**config.mk**
```make
export PLATFORM = sky130hd
export DESIGN_NAME = sysctl_regbank
export DESIGN_NICKNAME = d
export VERILOG_FILES = /design/src/rtl/sysctl_pkg.sv /design/src/rtl/sysctl_dbgctl.sv /design/src/rtl/sysctl_phycfg.sv /design/src/rtl/sysctl_rdmux.sv /design/src/rtl/sysctl_regbank.sv
export SDC_FILE = /design/constraint.sdc
export NUM_CORES = 1
export LEC_CHECK = 0
export ABC_CLOCK_PERIOD_IN_PS = 2700
export BUFFER_PORTS_ARGS = -buffer_cell sky130_fd_sc_hd__buf_2
export CORE_MARGIN = 4
export CORE_UTILIZATION = 45
export CTS_BUF_LIST = sky130_fd_sc_hd__clkbuf_4
export DETAILED_ROUTE_END_ITERATION = 16
export GPL_TIMING_DRIVEN = 0
export PLACE_DENSITY = 0.76
export RECOVER_POWER = 25
export SLEW_MARGIN = 20
export SYNTH_ARGS = -nofsm -noshare
export SYNTH_HDL_FRONTEND = slang
export SYNTH_HIERARCHICAL = 1
export SYNTH_SLANG_ARGS = --single-unit
```
**constraint.sdc**
```tcl
create_clock -name clk -period 2.7 [get_ports clk]
set_input_delay 0.81 -clock clk [delete_from_list [all_inputs] [get_ports clk]]
set_output_delay 0.81 -clock clk [all_outputs]
set_load 0.1 [all_outputs]
```
**src/rtl/sysctl_pkg.sv**
```systemverilog
package sysctl_pkg;
  localparam int unsigned WORD_W = 32;

  localparam logic [8:0]  OPT_RST  = 9'h139;
  localparam logic [2:0]  HI_RST   = 3'b110;   // bits 12:10
  localparam logic [31:0] TAG_WORD = 32'h0001_0118;

  localparam int unsigned PHY_SRC_BIT  = 16;
  localparam int unsigned PHY_MDIX_BIT = 13;

  typedef enum logic [1:0] {
    SLOT_CTRL = 2'd0,
    SLOT_UNL  = 2'd1,
    SLOT_TAG  = 2'd2,
    SLOT_PHY  = 2'd3
  } slot_e;
endpackage

```
**src/rtl/sysctl_dbgctl.sv**
```systemverilog
module sysctl_dbgctl
  import sysctl_pkg::*;
#(
  parameter logic BIG_END = 1'b0
) (
  input  logic        clk,
  input  logic        hard_rst,
  input  logic        soft_rst,
  input  logic        wr_ctrl,
  input  logic        wr_unl,
  input  logic [12:0] wdata,
  output logic [31:0] ctrl_word,
  output logic        unl_bit
);
  logic [8:0] opt_q;
  logic [2:0] hi_q;
  logic       tcm_q;
  logic       ctrl_open;

  assign ctrl_open = wr_ctrl && unl_bit;

  always_ff @(posedge clk) begin
    if (hard_rst || soft_rst) begin
      unl_bit <= 1'b0;
    end else if (wr_unl) begin
      unl_bit <= wdata[0];
    end
  end

  always_ff @(posedge clk) begin
    if (hard_rst || soft_rst) begin
      opt_q <= OPT_RST;
      hi_q  <= HI_RST;
    end else if (ctrl_open) begin
      opt_q <= wdata[8:0];
      hi_q  <= wdata[12:10];
    end
  end

  // bit 9 lives in the hard reset domain only
  always_ff @(posedge clk) begin
    if (hard_rst) begin
      tcm_q <= 1'b0;
    end else if (ctrl_open && !soft_rst) begin
      tcm_q <= wdata[9];
    end
  end

  assign ctrl_word = {18'd0, BIG_END, hi_q, tcm_q, opt_q};


  locked_write_chk: assert property (@(posedge clk) disable iff (hard_rst || soft_rst)
    (wr_ctrl && !unl_bit) |=> $stable(ctrl_word));


  soft_keeps_tcm_chk: assert property (@(posedge clk) disable iff (hard_rst)
    soft_rst |=> (ctrl_word[9] == $past(ctrl_word[9])));
endmodule

```
**src/rtl/sysctl_phycfg.sv**
```systemverilog
module sysctl_phycfg
  import sysctl_pkg::*;
#(
  parameter int unsigned  STRAP_W    = 3,
  parameter logic [STRAP_W-1:0] LOCK_PAT = '1
) (
  input  logic               clk,
  input  logic               rst,
  input  logic               wr,
  input  logic               src_in,
  input  logic               mdix_in,
  input  logic [STRAP_W-1:0] strap,
  output logic [31:0]        cfg_word
);
  logic src_q;
  logic mdix_q;
  logic pinned;

  assign pinned = (strap == LOCK_PAT);

  always_ff @(posedge clk) begin
    if (rst) begin
      src_q <= 1'b0;
    end else if (wr) begin
      src_q <= src_in;
    end
  end

  always_ff @(posedge clk) begin
    if (rst || pinned) begin
      mdix_q <= 1'b0;
    end else if (wr) begin
      mdix_q <= mdix_in;
    end
  end

  always_comb begin
    cfg_word = '0;
    cfg_word[PHY_SRC_BIT]  = src_q;
    cfg_word[PHY_MDIX_BIT] = mdix_q;
  end


  strap_pin_chk: assert property (@(posedge clk) disable iff (rst)
    pinned |=> (cfg_word[PHY_MDIX_BIT] == 1'b0));
endmodule

```
**src/rtl/sysctl_rdmux.sv**
```systemverilog
module sysctl_rdmux
  import sysctl_pkg::*;
#(
  parameter int unsigned SLOTS = 4
) (
  input  logic             clk,
  input  logic             rst,
  input  logic [SLOTS-1:0] sel,
  input  logic [31:0]      ctrl_word,
  input  logic [31:0]      unl_word,
  input  logic [31:0]      phy_word,
  output logic [31:0]      rd_data
);
  logic [31:0] slot_val [SLOTS];
  logic [31:0] mux_out;

  assign slot_val[SLOT_CTRL] = ctrl_word;
  assign slot_val[SLOT_UNL]  = unl_word;
  assign slot_val[SLOT_TAG]  = TAG_WORD;
  assign slot_val[SLOT_PHY]  = phy_word;

  always_comb begin
    mux_out = '0;
    for (int k = 0; k < SLOTS; k++) begin
      if (sel[k]) mux_out = mux_out | slot_val[k];
    end
  end

  always_ff @(posedge clk) begin
    if (rst) rd_data <= '0;
    else     rd_data <= mux_out;
  end


  unmapped_zero_chk: assert property (@(posedge clk) disable iff (rst)
    (sel == '0) |=> (rd_data == 32'd0));


  unl_upper_zero_chk: assert property (@(posedge clk) disable iff (rst)
    sel[SLOT_UNL] |=> (rd_data[31:1] == 31'd0));


  ctrl_upper_zero_chk: assert property (@(posedge clk) disable iff (rst)
    sel[SLOT_CTRL] |=> (rd_data[31:14] == 18'd0));


  sel_onehot_chk: assert property (@(posedge clk) disable iff (rst) $onehot0(sel));
endmodule

```
**src/rtl/sysctl_regbank.sv**
```systemverilog
module sysctl_regbank
  import sysctl_pkg::*;
#(
  parameter int unsigned ADDR_W    = 12,
  parameter int unsigned STRAP_W   = 3,
  parameter logic [ADDR_W-1:0] BASE_ADDR = 12'h650,
  parameter logic [STRAP_W-1:0] LOCK_PAT = 3'b111,
  parameter logic BIG_END = 1'b0
) (
  input  logic               clk,
  input  logic               hard_rst,
  input  logic               soft_rst,
  input  logic [ADDR_W-1:0]  addr,
  input  logic               wr_en,
  input  logic [31:0]        wr_data,
  output logic [31:0]        rd_data,
  input  logic [STRAP_W-1:0] cfg_strap,
  output logic [8:0]         opt_field,
  output logic               tcm_en,
  output logic               sync_bypass,
  output logic               dbg_en,
  output logic               cpu_clk_free,
  output logic               cpu_big_endian,
  output logic               phy_rst_sel,
  output logic               p2_mdix_en
);
  localparam int unsigned SLOTS  = 4;
  localparam int unsigned WADR_W = ADDR_W - 2;
  localparam logic [WADR_W-1:0] BASE_WORD = BASE_ADDR[ADDR_W-1:2];

  logic [WADR_W-1:0] word_adr;
  logic [SLOTS-1:0]  sel;
  logic [SLOTS-1:0]  wsel;
  logic [31:0]       ctrl_word;
  logic [31:0]       phy_word;
  logic              unl_bit;
  logic              any_rst;

  assign any_rst  = hard_rst || soft_rst;
  assign word_adr = addr[ADDR_W-1:2];

  for (genvar g = 0; g < SLOTS; g++) begin : g_dec
    assign sel[g]  = (word_adr == BASE_WORD + WADR_W'(g));
    assign wsel[g] = sel[g] && wr_en;
  end

  sysctl_dbgctl #(.BIG_END(BIG_END)) i_dbgctl (
    .clk       (clk),
    .hard_rst  (hard_rst),
    .soft_rst  (soft_rst),
    .wr_ctrl   (wsel[SLOT_CTRL]),
    .wr_unl    (wsel[SLOT_UNL]),
    .wdata     (wr_data[12:0]),
    .ctrl_word (ctrl_word),
    .unl_bit   (unl_bit)
  );

  sysctl_phycfg #(.STRAP_W(STRAP_W), .LOCK_PAT(LOCK_PAT)) i_phycfg (
    .clk      (clk),
    .rst      (any_rst),
    .wr       (wsel[SLOT_PHY]),
    .src_in   (wr_data[PHY_SRC_BIT]),
    .mdix_in  (wr_data[PHY_MDIX_BIT]),
    .strap    (cfg_strap),
    .cfg_word (phy_word)
  );

  sysctl_rdmux #(.SLOTS(SLOTS)) i_rdmux (
    .clk       (clk),
    .rst       (any_rst),
    .sel       (sel),
    .ctrl_word (ctrl_word),
    .unl_word  ({31'd0, unl_bit}),
    .phy_word  (phy_word),
    .rd_data   (rd_data)
  );

  assign opt_field      = ctrl_word[8:0];
  assign tcm_en         = ctrl_word[9];
  assign sync_bypass    = ctrl_word[10];
  assign dbg_en         = ctrl_word[11];
  assign cpu_clk_free   = ctrl_word[12];
  assign cpu_big_endian = ctrl_word[13];
  assign phy_rst_sel    = phy_word[PHY_SRC_BIT];
  assign p2_mdix_en     = phy_word[PHY_MDIX_BIT];


  hard_rst_val_chk: assert property (@(posedge clk)
    hard_rst |=> (ctrl_word == {18'd0, BIG_END, 13'h1939} && !unl_bit && phy_word == 32'd0));
endmodule

```
==> run metrics <==
P&R area growth vs syn=34.12%; worst r2r src=i_dbgctl/unl_bit$_SDFFE_PP0P_; Slew HR=22.17%; number of global-route vias before repair=approximately 2100; Placed Instances=approximately 470; met1 wire length=2532 microns; status=complete, no violations; slowest cell on the critical path=clkbuf_1; Yosys reg bits=48; sequential-to-total area share from yosys stat=40.06%; WL per Instance=11.58 microns; port buffer count=just under 80; ys flop type=dfxtp_1; initial DRC count=142; CP Class=flop to primary output; GRT Util Overall=17.40%; R2R Path End=i_dbgctl/opt_q[3]$_SDFFE_PP1P_; Cells after Synth=246; Mapped Area=0.002399 sq mm; first drt pass iteration count=7; Residual DRC=0; Worst path top cell family by delay=buffers and inverters; area of the core=~0.0051 sq mm; Endpoint, Worst Hold=i_dbgctl/tcm_q$_SDFFE_PP0P_; Final period util=87.23%; ANT cells=0; Max VDD drop=287.6 uV; Worst-Margin Slew=1173 ps; Vias=2133; hold-fix buffers at CTS=0; Post-synth EDFFs=0; final setup fails=0; Worst Path Max Fanout=1; post-CTS setup buffer count=0; share of cells above drive strength 1=36.19%; Worst-path clk slew=approximately 130 ps; Final Hold Violating Endpoints=0; RSZ-0062 raised after global routing=no; DRT antenna net count=0; Die Y=roughly 80 microns; worst path cell trace=clkbuf_1; CTS Buf Count=5; met2 routed WL=between 2000 and 2500 microns; number of distinct library cells after synthesis=26; post-synthesis area per instance=9.750 sq um; R2R cell count=4; vias per inst=between 4 and 5; row count=26; RePlAce Congestion=0.7594; worst hold margin=around 510 ps; detailed placer's ending HPWL=4227 microns; H-Tree Depth=2; max_cap viols=0; routed wl met3=around 480 microns; Final Critical Period=2355 ps; post-CTS resize count=0; YS warnings=6; root cell of the clock tree=clkbuf_4; most frequent cells in the layout=80 x conb_1, 69 x buf_2, 52 x buf_4, 48 x dfxtp_1, 30 x nor2_1; async set or reset register ratio after synthesis=0%; clk buf depth=2; commonest non-fill, non-tap cell in the layout=conb_1; first-pass GRT wire length=8976 microns; slowest stage delay, CP=860 ps; Final Util=a little over three fifths; clock skew=~13 ps; final instance count without filler cells=479; CP Capture Type=primary output; Die ar.=about 0.0066 sq mm; grt total ovfl=0; startpoint types=flop; worst path arrival time=between 1500 and 2000 ps; P_leak=1.527 nW; CTS tree=yes; required time worst endpoint=1890 ps; CP bufs+invs=1; Initial Util=between 40% and 50%; hold depth=2; DR top layer=met4; setup TNS=0 ps; I/O Pins=99; Final Max Slew Viols=0; Die W=81.01 microns; r2r setup slk=roughly 1500 ps; Sink Count=48; Clock Latency Late Sink=approximately 360 ps; final wirelength=5545 microns; Hold Path Origin=i_dbgctl/tcm_q$_SDFFE_PP0P_; Layout Nets=between 400 and 500; power per standard cell area=392.2 mW/mm^2; largest net degree at the start of global routing=16; HP Class=flop to flop; initial antenna violation count=0; fmax=roughly 420 MHz
[routing by layer]
layer | GRT usage [%] | up-vias
met3 | 6.208 | 4
met5 | 0 | -
met4 | 4.899 | 0
li1 | - | 1108
met1 | 20.50 | 946
met2 | 29.72 | 75
[worst max path at each step]
stage | startpoint | endpoint | cells past startpoint
6_report | i_rdmux/rd_data[17]$_SDFF_PP0_ | rd_data[17] | 1
3_3_place_gp | addr[11] | i_dbgctl/opt_q[3]$_SDFFE_PP1P_ | 7
4_1_cts | addr[11] | i_dbgctl/opt_q[0]$_SDFFE_PP1P_ | 7
2_1_floorplan | addr[11] | i_dbgctl/opt_q[3]$_SDFFE_PP1P_ | 6
3_5_place_dp | addr[11] | i_dbgctl/opt_q[0]$_SDFFE_PP1P_ | 7
5_1_grt | i_rdmux/rd_data[21]$_SDFF_PP0_ | rd_data[21] | 1
[synthesized netlist by cell type, types with 2 or more instances]
master	instances	area [sq um]
buf_6	8	90.09
nand2_1	2	7.510
conb_1	3	11.26
nand4bb_1	2	22.52
buf_2	9	45.04
nor2_1	30	112.6
mux2i_1	4	40.04
nand3_1	6	30.03
a21boi_0	7	52.55
clkbuf_1	3	11.26
a222oi_1	28	280.3
dfxtp_1	48	960.9
a311o_1	7	70.07
a21bo_2	5	50.05
a22oi_1	4	30.03
a21oi_1	13	65.06
nor4_2	4	50.05
nand2b_1	3	18.77
nor3_1	2	10.01
buf_4	52	390.4
[registers in the layout, indices dropped and copies added (netlist names)]
register          cells
i_rdmux/rd_data      32
i_dbgctl/opt_q        9
i_dbgctl/hi_q         3
i_dbgctl/tcm_q        1
i_dbgctl/unl_bit      1
i_phycfg/mdix_q       1
i_phycfg/src_q        1
[metrics by stage]
step / setup slack [ps] / instance area (sq um) / power (mW)
3_3_place_gp: 92.30 / 3166 / 0.8479
3_5_place_dp: 99.91 / 3166 / 0.8484
2_1_floorplan: 458.3 / 2688 / 0.8166
5_1_grt: 279.0 / 3217 / 1.320
4_1_cts: 499.1 / 3246 / 1.270
6_report: 344.8 / 3217 / 1.262
[power breakdown]
group          switching [mW]  total (mW)  internal, mW  leakage [nW]
clock                   0.231       0.424         0.193        0.0412
combinational          0.0586       0.128        0.0699          1.10
sequential          0.0000544       0.709         0.709         0.387
total                   0.290        1.26         0.972          1.53
[final cells by class]
cell class / count / area, sq um
plain buffers: 72 / 535.5
well taps: 70 / 87.58
fillers: 492 / 1923
clock buffers: 5 / 37.54
multi-input cells: 202 / 1180
flip-flops and latches: 48 / 960.9
inverters: 1 / 3.754
clock inverters: 3 / 42.54
repair buffers: 78 / 369.1
[kinds of logic (layout without fill, tap and decap cells)]
group,Yosys count,in the layout,synth area share (%)
AO/OA/AOI/OAI,65,65,23.21
buffers and inverters,73,159,22.53
flip-flops,48,48,40.06
multiplexers,4,4,1.669
other,3,80,0.4695
AND/OR/NAND/NOR,53,53,12.05
(Power assumes the default switching activity.)
